**config.mk**
```make
export PLATFORM = sky130hd
export DESIGN_NAME = operand_screen
export DESIGN_NICKNAME = d
export VERILOG_FILES = /design/src/rtl/screen_pkg.sv /design/src/rtl/screen_field_decode.sv /design/src/rtl/screen_rule_ctrl.sv /design/src/rtl/operand_screen.sv
export SDC_FILE = /design/constraint.sdc
export NUM_CORES = 1
export LEC_CHECK = 0
export ABC_CLOCK_PERIOD_IN_PS = 3000
export BUFFER_PORTS_ARGS = -buffer_cell sky130_fd_sc_hd__buf_2
export CAP_MARGIN = 20
export CORE_AREA = 5 5 42 44
export DETAILED_ROUTE_END_ITERATION = 6
export DIE_AREA = 0 0 47 49
export PLACE_DENSITY_LB_ADDON = 0.25
export SYNTH_ARGS = -nofsm -noshare
export SYNTH_HDL_FRONTEND = slang
export SYNTH_SLANG_ARGS = --single-unit
```
**constraint.sdc**
```tcl
create_clock -name vclk -period 3
set_clock_uncertainty 0.15 [all_clocks]
set_input_delay 0.15 -clock vclk [all_inputs]
set_output_delay 0.15 -clock vclk [all_outputs]
set_load 0.02 [all_outputs]
```
**src/rtl/screen_pkg.sv**
```systemverilog
package screen_pkg;

  // Rule set selector, encoding fixed by the mode input of the top module.
  typedef enum logic [1:0] {
    MODE_ARITH = 2'd0,
    MODE_CMP   = 2'd1,
    MODE_SWC   = 2'd2,
    MODE_RSVD  = 2'd3
  } screenMode_e;

  // Operand class flags produced by the field decoder (mutually exclusive
  // except that isNorm covers every finite nonzero value with a live exponent).
  typedef struct packed {
    logic isZero;
    logic isSub;
    logic isInf;
    logic isNan;
    logic isNorm;
  } opClass_t;

  // Strobes from the rule control to the output stage.
  typedef struct packed {
    logic trap;
    logic swc;
    logic setInv;
  } screenStrobe_t;

endpackage

```
**src/rtl/screen_field_decode.sv**
```systemverilog
module screen_field_decode
  import screen_pkg::*;
#(
  parameter  int EXP_W  = 11,
  parameter  int FRAC_W = 52,
  parameter  int SEG_W  = 13,
  localparam int DATA_W = 1 + EXP_W + FRAC_W,
  localparam int NSEG   = (FRAC_W + SEG_W - 1) / SEG_W
) (
  input  logic [DATA_W-1:0] opData,
  output opClass_t          opClass
);

  logic [EXP_W-1:0]  expField;
  logic [FRAC_W-1:0] fracField;
  logic [NSEG-1:0]   segAny;
  logic              expZero;
  logic              expOnes;
  logic              fracAny;

  assign expField  = opData[FRAC_W +: EXP_W];
  assign fracField = opData[FRAC_W-1:0];

  // Fraction nonzero detect split into segments so the OR tree is balanced.
  for (genvar s = 0; s < NSEG; s++) begin : g_seg
    localparam int LO = s * SEG_W;
    localparam int HI = ((LO + SEG_W) > FRAC_W) ? FRAC_W - 1 : LO + SEG_W - 1;
    assign segAny[s] = |fracField[HI:LO];
  end

  assign fracAny = |segAny;
  assign expZero = ~|expField;
  assign expOnes = &expField;

  always_comb begin
    opClass        = '0;
    opClass.isZero = expZero & ~fracAny;
    opClass.isSub  = expZero &  fracAny;
    opClass.isInf  = expOnes & ~fracAny;
    opClass.isNan  = expOnes &  fracAny;
    opClass.isNorm = ~expZero & ~expOnes;
  end

endmodule

```
**src/rtl/screen_rule_ctrl.sv**
```systemverilog
module screen_rule_ctrl
  import screen_pkg::*;
(
  input  logic          opValid,
  input  logic [1:0]    screenMode,
  input  logic          flushInputs,
  input  opClass_t      opClass,
  output screenStrobe_t strobes
);

  screenMode_e modeSel;

  assign modeSel = screenMode_e'(screenMode);

  always_comb begin
    strobes = '0;
    if (opValid) begin
      unique case (modeSel)
        MODE_ARITH: begin
          // every non-finite input is refused and recorded as invalid
          strobes.trap   = opClass.isSub | opClass.isInf | opClass.isNan;
          strobes.setInv = opClass.isInf | opClass.isNan;
        end
        MODE_CMP: begin
          // infinities are legal comparison operands
          strobes.trap   = opClass.isSub | opClass.isNan;
          strobes.setInv = opClass.isNan;
        end
        MODE_SWC: begin
          strobes.trap = opClass.isSub & ~flushInputs;
          strobes.swc  = opClass.isSub & ~flushInputs;
        end
        MODE_RSVD: begin
          strobes = '0;
        end
        default: strobes = '0;
      endcase
    end
  end

endmodule

```
**src/rtl/operand_screen.sv**
```systemverilog
module operand_screen
  import screen_pkg::*;
#(
  parameter  int EXP_W  = 11,
  parameter  int FRAC_W = 52,
  localparam int DATA_W = 1 + EXP_W + FRAC_W
) (
  input  logic              opValid,
  input  logic [1:0]        screenMode,
  input  logic              flushInputs,
  input  logic [DATA_W-1:0] opData,
  output logic              trapReq,
  output logic              swcTag,
  output logic              setStickyInv
);

  opClass_t      opClass;
  screenStrobe_t strobes;

  screen_field_decode #(
    .EXP_W (EXP_W),
    .FRAC_W(FRAC_W)
  ) decode_i (
    .opData (opData),
    .opClass(opClass)
  );

  screen_rule_ctrl ctrl_i (
    .opValid    (opValid),
    .screenMode (screenMode),
    .flushInputs(flushInputs),
    .opClass    (opClass),
    .strobes    (strobes)
  );

  assign trapReq      = strobes.trap;
  assign swcTag       = strobes.swc;
  assign setStickyInv = strobes.setInv;

endmodule

```
---- After elaboration in Yosys (flattened, before gate mapping) ----
Cells that the tools add are included.
Widths: inputs -> output; s select.
storage, ports and cells
  bits of input ports ..................... 68
  logic and storage cells ................. 22
  register bits ........................... 0
operators by class
  equality and inequality tests ........... 3
  muxes and demuxes ....................... 4
  reduce and logical (&&, ||, !) cells .... 5
  bitwise gates (word level) .............. 10
operators by type and width
  kind                count
  $reduce_or 52->1    1
  $reduce_and 11->1   1
  $reduce_or 11->1    1
  $and 1x1->1         4
  $eq 2x2->1 const B  2
  $or 1x1->1          4
  $pmux 1 s4          1
  $mux 3              1
  $eq 2x1->1 const B  1
  $logic_not 2->1     1
  $not 1->1           2
  $pmux 1 s2          1
  $logic_not 1->1     1
  $mux 1              1

---- Logic depth before layout (Yosys ltp) ----
  depth after elaboration ................. 7
  mapped depth ............................ 5
  depth with buffers taken out ............ 5

---- Modules after synthesis ----
A second synthesis with hierarchy kept.
unflattened totals
  cells, all modules ...................... 39
  area total of the unflattened synthesis .. 239.0 µm²
modules (own cells, without submodules)
  module               instances  cells an instance  area each (µm²)  seq. area each (µm²)
  screen_field_decode  1          31                 195.2            0.0
  screen_rule_ctrl     1          8                  43.8             0.0

---- Least setup slack after synthesis ----
No wires, ideal clock.
  path kind ............................... input port to output port
  from .................................... input port opData[53]
  to ...................................... output port swcTag
  setup slack ............................. 1.439 ns
  stages on the path ...................... 3
  buffers on the path ..................... 0
  required time ........................... 2.700 ns
  arrival time ............................ 1.261 ns
  path through ............................ nor4b_1 nand3_1 nor4_1
between the ends
  cells in the longest elaborated chain, start to end .. 6
RTL lines
  item                RTL line                   text
  start: declaration  operand_screen.sv:11       input logic [DATA_W-1:0] opData,
  $reduce_or 11->1    screen_field_decode.sv:32  assign expZero = ~|expField;
  $logic_not 1->1     screen_field_decode.sv:32
  $and 1x1->1         screen_field_decode.sv:38  opClass.isSub = expZero & fracAny;
  $and 1x1->1         screen_rule_ctrl.sv:31     strobes.swc = opClass.isSub & ~flushInputs;
  $mux 1              screen_rule_ctrl.sv:18     unique case (modeSel)
  $mux 3              screen_rule_ctrl.sv:17     if (opValid) begin
  end: declaration    operand_screen.sv:13       output logic swcTag,
Every way passes these cells.

---- Final worst setup path ----
  from .................................... input port opData[1]
  to ...................................... output port trapReq
between the ends
  cells in the longest elaborated chain, start to end .. 7
RTL lines
  item                     RTL line                   text
  $reduce_or 52->1 *       screen_field_decode.sv:31  assign fracAny = |segAny;
  $not 1->1                --
  $and 1x1->1              screen_field_decode.sv:39  opClass.isInf = expOnes & ~fracAny;
  $or 1x1->1 (2 in a row)  screen_rule_ctrl.sv:21     strobes.trap = opClass.isSub | opClass.isInf | opClass.isNan;
  $pmux 1 s4 *             screen_rule_ctrl.sv:18
  $mux 3 *                 screen_rule_ctrl.sv:17
  end: declaration         operand_screen.sv:12       output logic trapReq,
Mark *: on every way between the ends. The rest lies on a longest branch, timed or not.

==> results.cfg <==
[cells_and_area]
regArea_um2 = 0
design.seq.count = 0
layout.nets = 175
diodes = 0
clock_buffers = 0
drive_gt1_frac = 0.686
syn_to_final_growth_pct = 163

[critical_path]
crit_slowest_cell = nor4_2
path_buf_inv = 2
startpoint = opData[1]
cp_num_cells = 7
path_common_cell = buf_2
max_stage_delay_ps = 370
worst_ep_required_time_ps = 2700
critical_path_arrival_ps = 1450
crit_path_cell_trace = buf_2 > nor4_1 > nand4_1 > nor4_2 > o21bai_1 > nand2_1 > buf_2
worstSetupEndpointType = output pin
critPathMaxFanout = 3
path_delay_family = simple AND/OR/NAND/NOR gates
startpoint_type = input pin
critPathKind = in -> out
endpoint = trapReq

[drt]
drt_pass1_iterations = 3
wire_per_inst_um = 11.0
drc_errors = 0
vias = 581
route.final.wire_length_um = 1340
drtIter0Drc = 2
routed_via_density = 4.80
ant_nets = 0

[logic_synthesis]
synthesis.area_um2 = 228
syn_nets = 103
seq_area_frac_synth = 0
yosys_warnings = 0
synth_cell_types = 11
postSynthAreaPerCell_um2 = 6.51
synthesis.instances = 35

[die]
die_h_um = 49
rows = 14
die-area_mm2 = 0.00230
coreArea_mm2 = 0.00140
die_x_um = 47
start_util = 0.162
io_pins = 71

[sta]
rsz0062_at_grt = no
min_period_ps = 1750
finalSetupViolCount = 0
fin_crit_sh = 0.582
max_freq_mhz = 573
slew_violations = 0
finalHoldViolCount = 0
fin_tns_setup_ps = 0
worstMarginPinSlew_ps = 425
slew_headroom = 0.714

[power]
power.density_mw_per_mm2 = 86.4
cellLeakagePower_nw = 0.311
peakVddDrop_uv = 36.5
power.total_mw = 0.0517

[placed_design]
port_buffers = 70
dpl.hpwl_um = 1340
gp_congestion = 0.766

[global_routing]
grt_first_pass_wirelength_um = 2080
grt.overflow.total = 0
grt_max_degree = 5
grt_pass1_vias = 585
grtUsageTotal = 0.111
antenna_found_initial = 0

[clock_tree]
ctsHoldBuffers = 0
cts_resized = 0
post_cts.repair.setup_buffers = 0

[status]
outcome = finished clean

[job]
drv_cap = 0

[worst_hold_path]
hold_class = in -> out
-- cell type report --
class / count / area (µm²)
Tap cell: 16 / 20.0
Timing Repair Buffer: 70 / 350
Fill cell: 153 / 803
Multi-Input combinational cell: 35 / 228
-- cells by family (layout without fill, tap and decap cells) --
group / Yosys count / count (layout) / synth area share
buffers and inverters: 0 / 70 / 0
and+or+nand+nor: 32 / 32 / 0.901
AOI/OAI and AO/OA: 3 / 3 / 0.0989
-- placed cells by master, fill, tap and decap left out, drive strengths merged, types with 2 or more instances in the layout --
cell    instances
buf            70
nor4           18
nand4           3
nand2           3
nand3           3
nand2b          2
o21bai          2
-- worst min path at each step --
| stage | from | end | depth (start not counted) | slack, ps |
|---|---|---|---|---|
| after floorplan | flushInputs | swcTag | 1 | 240 |
| after global placement | flushInputs | swcTag | 3 | 420 |
| after detailed placement | flushInputs | swcTag | 3 | 430 |
| after CTS | flushInputs | swcTag | 3 | 430 |
| after global routing | flushInputs | swcTag | 3 | 450 |
| final | flushInputs | swcTag | 3 | 430 |
-- synth_stat cells --
master / number / area [µm²]
nor4_1: 16 / 100
nand2_1: 3 / 11.3
nand3_1: 3 / 15.0
nand4_1: 3 / 18.8
nand2b_1: 2 / 12.5
nor4_2: 2 / 25.0
o21bai_1: 2 / 15.0
a21boi_0: 1 / 7.51
nand4b_1: 1 / 8.76
nor3_1: 1 / 5.00
nor4b_1: 1 / 8.76
-- stage by stage --
stage,hold WS [ps],setup slack [ps],instance area (µm²),utilization,cells
4_1_cts,427,1200,598,0.427,121
2_1_floorplan,240,1440,228,-,35
3_3_place_gp,424,1210,598,0.427,121
3_5_place_dp,426,1190,598,0.427,121
6_report,425,1250,598,0.427,121
5_1_grt,446,1110,598,0.427,121
-- per-layer routing --
metal / wire, µm / part of all wire / GRT usage / vias up
li1: - / - / - / 298
met1: 412 / 0.31 / 0.128 / 237
met2: 676 / 0.51 / 0.215 / 46
met3: 247 / 0.18 / 0.0148 / 0
met4: 0 / 0 / 0 / 0
met5: 0 / 0 / 0 / -
-- report_power, final --
group,leakage (nW),total (mW),switching (mW),internal [mW]
Clock,0,0,0,0
Sequential,0,0,0,0
Combinational,0.311,0.0517,0.0171,0.0345
Total,0.311,0.0517,0.0171,0.0345
(Power assumes the default switching activity.)
